`src/rtl/irqm_pkg.sv`:
```
package irqm_pkg;
  localparam logic [6:0] OFS_INDEX  = 7'h00;
  localparam logic [6:0] OFS_WINDOW = 7'h10;
  localparam logic [6:0] OFS_EOI    = 7'h40;

  localparam logic [7:0] IDX_VERSION    = 8'h01;
  localparam logic [7:0] IDX_TABLE_BASE = 8'h10;

  localparam int BIT_MASK    = 16;
  localparam int BIT_LEVEL   = 15;
  localparam int BIT_ACT_LOW = 13;
  localparam int CODE_W      = 8;

  typedef struct packed {
    logic              masked;
    logic              level;
    logic              act_low;
    logic [CODE_W-1:0] code;
  } line_cfg_t;

  // pull the per-line control fields out of a low word
  function automatic line_cfg_t unpack_lo(input logic [31:0] lo);
    line_cfg_t c;
    c.masked  = lo[BIT_MASK];
    c.level   = lo[BIT_LEVEL];
    c.act_low = lo[BIT_ACT_LOW];
    c.code    = lo[CODE_W-1:0];
    return c;
  endfunction

  // destination fields of the high word slot into the fixed base
  function automatic logic [31:0] form_addr(input logic [11:0] base, input logic [31:0] hi);
    return {base, hi[31:16], 4'h0};
  endfunction

  function automatic logic [31:0] form_data(input logic [CODE_W-1:0] code);
    return {{(32-CODE_W){1'b0}}, code};
  endfunction

  function automatic logic [31:0] form_version(input logic [7:0] ver, input logic [7:0] top_entry);
    return {8'h00, top_entry, 8'h00, ver};
  endfunction
endpackage

```
`src/rtl/irqm_table.sv`:
```
module irqm_table
  import irqm_pkg::*;
#(
  parameter int         N   = 8,
  parameter logic [7:0] VER = 8'h21
) (
  input  logic                clk,
  input  logic                rst_n,
  input  logic                reg_we,
  input  logic [6:0]          reg_addr,
  input  logic [31:0]         reg_wdata,
  output logic [31:0]         reg_rdata,
  output logic [N-1:0][31:0]  lo_words,
  output logic [N-1:0][31:0]  hi_words,
  output logic                eoi_evt,
  output logic [CODE_W-1:0]   eoi_code
);
  localparam int         EW      = $clog2(N);
  localparam logic [8:0] TAB_END = 9'(16 + 2 * N);
  localparam logic [31:0] LO_RST = 32'd1 << BIT_MASK;

  logic [7:0]          idx_q;
  logic [N-1:0][31:0]  lo_q, hi_q;
  logic [7:0]          idx_off;
  logic                in_tab;
  logic [EW-1:0]       ent;
  logic                wr_win;
  logic [31:0]         win_rd;

  assign idx_off = idx_q - IDX_TABLE_BASE;
  assign in_tab  = (idx_q >= IDX_TABLE_BASE) && ({1'b0, idx_q} < TAB_END);
  assign ent     = EW'(idx_off >> 1);
  assign wr_win  = reg_we && (reg_addr == OFS_WINDOW) && in_tab;

  always_ff @(posedge clk) begin
    if (!rst_n) begin
      idx_q <= '0;
      for (int i = 0; i < N; i++) begin
        lo_q[i] <= LO_RST;
        hi_q[i] <= '0;
      end
    end else begin
      if (reg_we && (reg_addr == OFS_INDEX)) idx_q <= reg_wdata[7:0];
      if (wr_win) begin
        if (idx_q[0]) hi_q[ent] <= reg_wdata;
        else          lo_q[ent] <= reg_wdata;
      end
    end
  end

  always_comb begin
    win_rd = '0;
    if (idx_q == IDX_VERSION) win_rd = form_version(VER, 8'(N - 1));
    else if (in_tab)          win_rd = idx_q[0] ? hi_q[ent] : lo_q[ent];
    reg_rdata = '0;
    case (reg_addr)
      OFS_INDEX:  reg_rdata = {24'h0, idx_q};
      OFS_WINDOW: reg_rdata = win_rd;
      default:    reg_rdata = '0;
    endcase
  end

  assign lo_words = lo_q;
  assign hi_words = hi_q;
  assign eoi_evt  = reg_we && (reg_addr == OFS_EOI);
  assign eoi_code = reg_wdata[CODE_W-1:0];
endmodule

```
`src/rtl/irqm_src.sv`:
```
module irqm_src
  import irqm_pkg::*;
(
  input  logic              clk,
  input  logic              rst_n,
  input  logic              line_in,
  input  line_cfg_t         cfg,
  input  logic              eoi_evt,
  input  logic [CODE_W-1:0] eoi_code,
  input  logic              grant,
  output logic              req,
  output logic              in_svc
);
  logic act, act_q, pend_q, svc_q, rise;

  assign act  = line_in ^ cfg.act_low;
  assign rise = act && !act_q;

  always_ff @(posedge clk) begin
    if (!rst_n) begin
      act_q  <= 1'b0;
      pend_q <= 1'b0;
      svc_q  <= 1'b0;
    end else begin
      act_q  <= act;
      pend_q <= cfg.level ? 1'b0 : ((pend_q && !grant) || rise);
      if (!cfg.level)                             svc_q <= 1'b0;
      else if (grant)                             svc_q <= 1'b1;
      else if (eoi_evt && (eoi_code == cfg.code)) svc_q <= 1'b0;
    end
  end

  assign req    = !cfg.masked && (cfg.level ? (act && !svc_q) : pend_q);
  assign in_svc = svc_q;
endmodule

```
`src/rtl/irqm_arb.sv`:
```
module irqm_arb #(
  parameter int N = 8
) (
  input  logic                   clk,
  input  logic                   rst_n,
  input  logic [N-1:0]           req,
  input  logic [31:0]            cand_addr,
  input  logic [31:0]            cand_data,
  input  logic                   msg_ready,
  output logic [$clog2(N)-1:0]   pick,
  output logic                   load_evt,
  output logic [N-1:0]           grant_vec,
  output logic                   msg_valid,
  output logic [31:0]            msg_addr,
  output logic [31:0]            msg_data
);
  localparam int EW = $clog2(N);

  logic          valid_q;
  logic [EW-1:0] line_q;

  always_comb begin
    pick = '0;
    for (int i = N - 1; i >= 0; i--) if (req[i]) pick = EW'(i);
  end

  assign load_evt = !valid_q && (|req);

  always_ff @(posedge clk) begin
    if (!rst_n) begin
      valid_q  <= 1'b0;
      line_q   <= '0;
      msg_addr <= '0;
      msg_data <= '0;
    end else if (load_evt) begin
      valid_q  <= 1'b1;
      line_q   <= pick;
      msg_addr <= cand_addr;
      msg_data <= cand_data;
    end else if (valid_q && msg_ready) begin
      valid_q  <= 1'b0;
    end
  end

  always_comb begin
    grant_vec = '0;
    if (valid_q && msg_ready) grant_vec[line_q] = 1'b1;
  end

  assign msg_valid = valid_q;
endmodule

```
`src/rtl/irq_msg_ctrl.sv`:
```
module irq_msg_ctrl
  import irqm_pkg::*;
#(
  parameter int          NUM_LINES = 8,
  parameter logic [7:0]  VERSION   = 8'h21,
  parameter logic [11:0] ADDR_BASE = 12'hFEE
) (
  input  logic                 clk,
  input  logic                 rst_n,
  input  logic                 reg_we,
  input  logic [6:0]           reg_addr,
  input  logic [31:0]          reg_wdata,
  output logic [31:0]          reg_rdata,
  input  logic [NUM_LINES-1:0] irq_lines,
  output logic                 msg_valid,
  input  logic                 msg_ready,
  output logic [31:0]          msg_addr,
  output logic [31:0]          msg_data
);
  localparam int EW = $clog2(NUM_LINES);

  logic [NUM_LINES-1:0][31:0] lo_words, hi_words;
  logic                       eoi_evt;
  logic [CODE_W-1:0]          eoi_code;
  line_cfg_t                  cfg_vec [NUM_LINES];
  logic [NUM_LINES-1:0]       req_vec, svc_vec, mask_vec, grant_vec;
  logic [EW-1:0]              load_line;
  logic                       load_evt;
  logic [31:0]                cand_addr, cand_data;

  irqm_table #(.N(NUM_LINES), .VER(VERSION)) u_table (
    .clk(clk), .rst_n(rst_n), .reg_we(reg_we), .reg_addr(reg_addr),
    .reg_wdata(reg_wdata), .reg_rdata(reg_rdata), .lo_words(lo_words),
    .hi_words(hi_words), .eoi_evt(eoi_evt), .eoi_code(eoi_code)
  );

  for (genvar g = 0; g < NUM_LINES; g++) begin : g_line
    assign cfg_vec[g]  = unpack_lo(lo_words[g]);
    assign mask_vec[g] = cfg_vec[g].masked;
    irqm_src u_src (
      .clk(clk), .rst_n(rst_n), .line_in(irq_lines[g]), .cfg(cfg_vec[g]),
      .eoi_evt(eoi_evt), .eoi_code(eoi_code), .grant(grant_vec[g]),
      .req(req_vec[g]), .in_svc(svc_vec[g])
    );
  end

  assign cand_addr = form_addr(ADDR_BASE, hi_words[load_line]);
  assign cand_data = form_data(cfg_vec[load_line].code);

  irqm_arb #(.N(NUM_LINES)) u_arb (
    .clk(clk), .rst_n(rst_n), .req(req_vec), .cand_addr(cand_addr),
    .cand_data(cand_data), .msg_ready(msg_ready), .pick(load_line),
    .load_evt(load_evt), .grant_vec(grant_vec), .msg_valid(msg_valid),
    .msg_addr(msg_addr), .msg_data(msg_data)
  );
endmodule

```
`config.mk`:
```
export PLATFORM = sky130hd
export DESIGN_NAME = irq_msg_ctrl
export DESIGN_NICKNAME = d
export VERILOG_FILES = /design/src/rtl/irqm_pkg.sv /design/src/rtl/irqm_table.sv /design/src/rtl/irqm_src.sv /design/src/rtl/irqm_arb.sv /design/src/rtl/irq_msg_ctrl.sv
export SDC_FILE = /design/constraint.sdc
export NUM_CORES = 2
export LEC_CHECK = 0
export BUFFER_PORTS_ARGS = -buffer_cell sky130_fd_sc_hd__buf_2
export CORE_MARGIN = 3
export CORE_UTILIZATION = 56
export CTS_BUF_LIST = sky130_fd_sc_hd__clkbuf_8
export DETAILED_ROUTE_END_ITERATION = 12
export PLACE_DENSITY = 0.74
export SLEW_MARGIN = 20
export SYNTH_ARGS = -nofsm -noshare
export SYNTH_HDL_FRONTEND = slang
export SYNTH_SLANG_ARGS = --single-unit
```
`constraint.sdc`:
```
create_clock -name clk -period 3.4 [get_ports clk]
set_input_delay 0.17 -clock clk [delete_from_list [all_inputs] [get_ports clk]]
set_output_delay 0.17 -clock clk [all_outputs]
set_load 0.1 [all_outputs]
```
==> flow_metrics.env <==
export IMPL_status="completed"
export IMPL_synthArstFlopShare_pct=0
export IMPL_die_w_um=225
export IMPL_path_cells="nor2_1 -> nand2_4 -> buf_12 -> buf_4 -> o22ai_1 -> nor3_1 -> a21oi_1 -> o21ai_1 -> buf_12"
export IMPL_period_needed_ns=3.36
export IMPL_synthesis_area_mm2=0.0269
export IMPL_core_area_mm2=0.0471
export IMPL_fin_area_mm2=0.0312
export IMPL_worst_skew_pair_late_latency_ns=0.72
export IMPL_cts_tree="done"
export IMPL_ir_drop_mv=0.349
export IMPL_synthFlopType="dfxtp_1"
export IMPL_grt_antenna_before_repair=3
export IMPL_power_leakage_nw=10.7
export IMPL_cap_violations=0
export IMPL_path_class="reg2out"
export IMPL_clkPwrFrac_pct=45.4
export IMPL_nNetsFinal=3506
export IMPL_setup_viol=0
export IMPL_final_period_utilization_pct=98.8
export IMPL_synth_top_cells_by_area="dfxtp_1, nand2_1, a21boi_0, o22ai_1, mux2i_1"
export IMPL_rows=79
export IMPL_vias_per_cell=6.41
export IMPL_swShare_pct=24.6
export IMPL_num_vias=26500
export IMPL_clock_sinks=573
export IMPL_drive_above_1_share_pct=12.7
export IMPL_yosys_area_top_type="dfxtp_1"
export IMPL_crit_path_max_fanout=15
export IMPL_cpPeakStageDelay_ns=0.51
export IMPL_syn_instance_count=3409
export IMPL_grt_pass1_vias=25600
export IMPL_overflow=0
export IMPL_p_per_area_mw_per_mm2=433
export IMPL_endpoint_kind="output port"
export IMPL_gp_congestion=0.925
export IMPL_internal_power_w=0.0102
export IMPL_path_clk_slew_ns=0.06
export IMPL_cts_buffers=95
export IMPL_start_kind="flop"
export IMPL_p_seq_share_pct=49.8
export IMPL_die_height_um=225
export IMPL_placed_cell_area_mm2=0.0287
export IMPL_drc=0
export IMPL_ios=148
export IMPL_cts_root_buf="clkbuf_8"
export IMPL_timing_fmax_mhz=298
export IMPL_cpMaxStageDelayCell="a21oi_1"
export IMPL_synth_top_area_share_pct=42.6
export IMPL_path_common_cell="buf_12"
export IMPL_syn_to_final_growth_pct=16.0
export IMPL_yosysWarningCount=0
export IMPL_cts_htree_levels=3
export IMPL_initial_utilization_pct=57.2
export IMPL_post_route_util_pct=66.4
export IMPL_rsz0062_at_grt="true"
export IMPL_finalMaxSlewViolations=0
export IMPL_postRouteAntennaNets=0
export IMPL_finalHoldViolCount=0
export IMPL_io_buffers=117
export IMPL_dr_pass1_iters=8
export IMPL_critPathRequiredTime_ns=3.23
export IMPL_avgSynthCellArea_um2=7.90
export IMPL_clk_path_buf_depth=3
export IMPL_dieArea_mm2=0.0507
export IMPL_wire_per_inst_um=24.8
export IMPL_synth_cell_types=55
export IMPL_synth_seq_cells=573
export IMPL_finalWirelength_um=102000
export IMPL_holdCritPathClass="in2reg"
export IMPL_hpwl_um=62100
export IMPL_tightest_slew_ns=1.13
export IMPL_fin_skew_ns=0.0362
export IMPL_maxSlewHeadroom_pct=24.7
export IMPL_crit_arrival_ns=3.19
export IMPL_p_sw_w=0.00332
export IMPL_comb_power_share_pct=4.8
export IMPL_grt_pass1_wl_um=153000
export IMPL_grt_max_degree=140
export IMPL_seq_area_frac_synth_pct=42.6
export IMPL_first_iter_violations=3676
export IMPL_hold_slack_ns=0.0401
export IMPL_grt_total_usage_pct=39.4
export IMPL_synth_enable_flop_cells=0
## cell type report
type	count	area (um2)
multi-input cells	2497	14300
inverters	3	11.3
clock inverters	45	230
repair buffers	285	2810
clock buffers	122	1680
diodes	1	2.50
flip-flops and latches	573	11500
well taps	607	759
fillers	3895	15800
## power groups by stage
stage | combinational (W) | clock, W | sequential, W
after floorplan | 0.000486 | 0 | 0.00688
after global placement | 0.000580 | 0 | 0.00688
after detailed placement | 0.000584 | 0 | 0.00688
after CTS | 0.000625 | 0.00616 | 0.00673
after global routing | 0.000667 | 0.00650 | 0.00673
final | 0.000645 | 0.00614 | 0.00673
## stage by stage
| stage | std cells | TNS (ns) | setup slack, ns | total power [W] |
|---|---|---|---|---|
| final | 4133 | 0 | 0.0412 | 0.0135 |
| after global routing | 4133 | -0.00603 | -0.00603 | 0.0139 |
| after CTS | 4125 | 0 | 0.00450 | 0.0135 |
| after detailed placement | 3911 | 0 | 0.347 | 0.00747 |
| after global placement | 3911 | 0 | 0.398 | 0.00746 |
| after floorplan | 3438 | -0.0661 | -0.0661 | 0.00736 |
## metal layers
layer	share of wire [%]	track usage [%]	vias up
met5	0	0	-
met4	6.3	22.5	0
met3	13	10.1	479
met2	43	59.8	1958
met1	38	51.1	12400
li1	-	-	11700
## cells by family (layout without fill, tap and decap cells)
kind of cell              Yosys count  count (layout)  synth area share, %
other                               1              31               0.0139
buffers and inverters             369             455                 5.98
xor gates and xnor gates           72              72                 2.34
DFF                               573             573                 42.6
AOI/OAI and AO/OA                 905             905                 24.2
muxes                             102             102                 3.81
and+or+nand+nor                  1387            1388                 21.1
## synth_stat cells, types with 2 or more instances
master     instances
clkbuf_1         249
a21boi_0         422
or2_2              3
a22oi_1           19
nor2_1           129
buf_2             56
a211oi_1           2
nor2b_1           10
o211ai_1           2
o221ai_1          17
or4_1              8
buf_4             39
o22a_1            18
nand3b_1           4
and2_1             7
nand2b_1          13
nor3b_1           15
nor3_1             5
a2111o_1          14
o31ai_1            8
o2bb2ai_1         11
or3_1             13
dfxtp_1          573
inv_1              3
a21boi_1          90
mux2_2             3
xor2_1             6
a2bb2oi_1          5
xnor2_1           66
o22ai_1          228
a21oi_1           38
a31oi_1            7
nand4_1           18
a22o_1             2
buf_1             21
o21ai_0           14
o21a_1             2
nand2_1         1075
mux2i_1           99
and3_1             5
nor4_1            48
nand3_1           29
## cells in the final DEF, fill, tap and decap left out, types with 56 or more instances in the layout
cell type and count:
nand2_1 1073, dfxtp_1 569, a21boi_0 422, o22ai_1 228, clkbuf_8 122, mux2i_1 99
buf_4 95, nor2_1 93, a21boi_1 90, buf_2 84, xnor2_1 66, buf_12 56
## critical path, delay by kind of cell, from the launching register on
kind            cells  cell delay [ns]
simple gates        3             0.57
compound gates      3             0.90
buf+inv             3             0.60
flops               1             0.40
## flip-flops by register name, indices dropped and copies added, names as in the netlist
register and cells:
u_table.lo_words 256, u_arb.line_q 3, u_arb.msg_data 8, u_table.idx_q 8
g_line.u_src.act_q 8, u_table.hi_words 256, g_line.u_src.pend_q 8, u_arb.msg_addr 17
u_arb.msg_valid 1, g_line.u_src.in_svc 8
## final timing paths
kind | startpoint | endpoint | slack [ns] | cells after the start
worst min-delay path | reg_wdata[3] | u_table.lo_words[35]$_SDFFE_PN0P_ | 0.04 | 3
worst max register to register | u_table.idx_q[3]$_SDFFE_PN0P_ | u_table.lo_words[176]$_SDFFE_PN1P_ | 0.17 | 10
worst min register to register | u_table.lo_words[40]$_SDFFE_PN0P_ | u_table.lo_words[40]$_SDFFE_PN0P_ | 0.46 | 2
worst max-delay path | u_table.idx_q[2]$_SDFFE_PN0P_ | reg_rdata[18] | 0.04 | 9
## repair_timing
action | in CTS | in global routing
resized for setup | 10 | 9
gates cloned | 2 | 0
pin swaps | 1 | 4
buffers inserted | 2 | 7
endpoints found under the hold margin | 471 | 0
hold buffers | 43 | 0
endpoints found under the setup margin | 27 | 14
(Power assumes the default switching activity.)
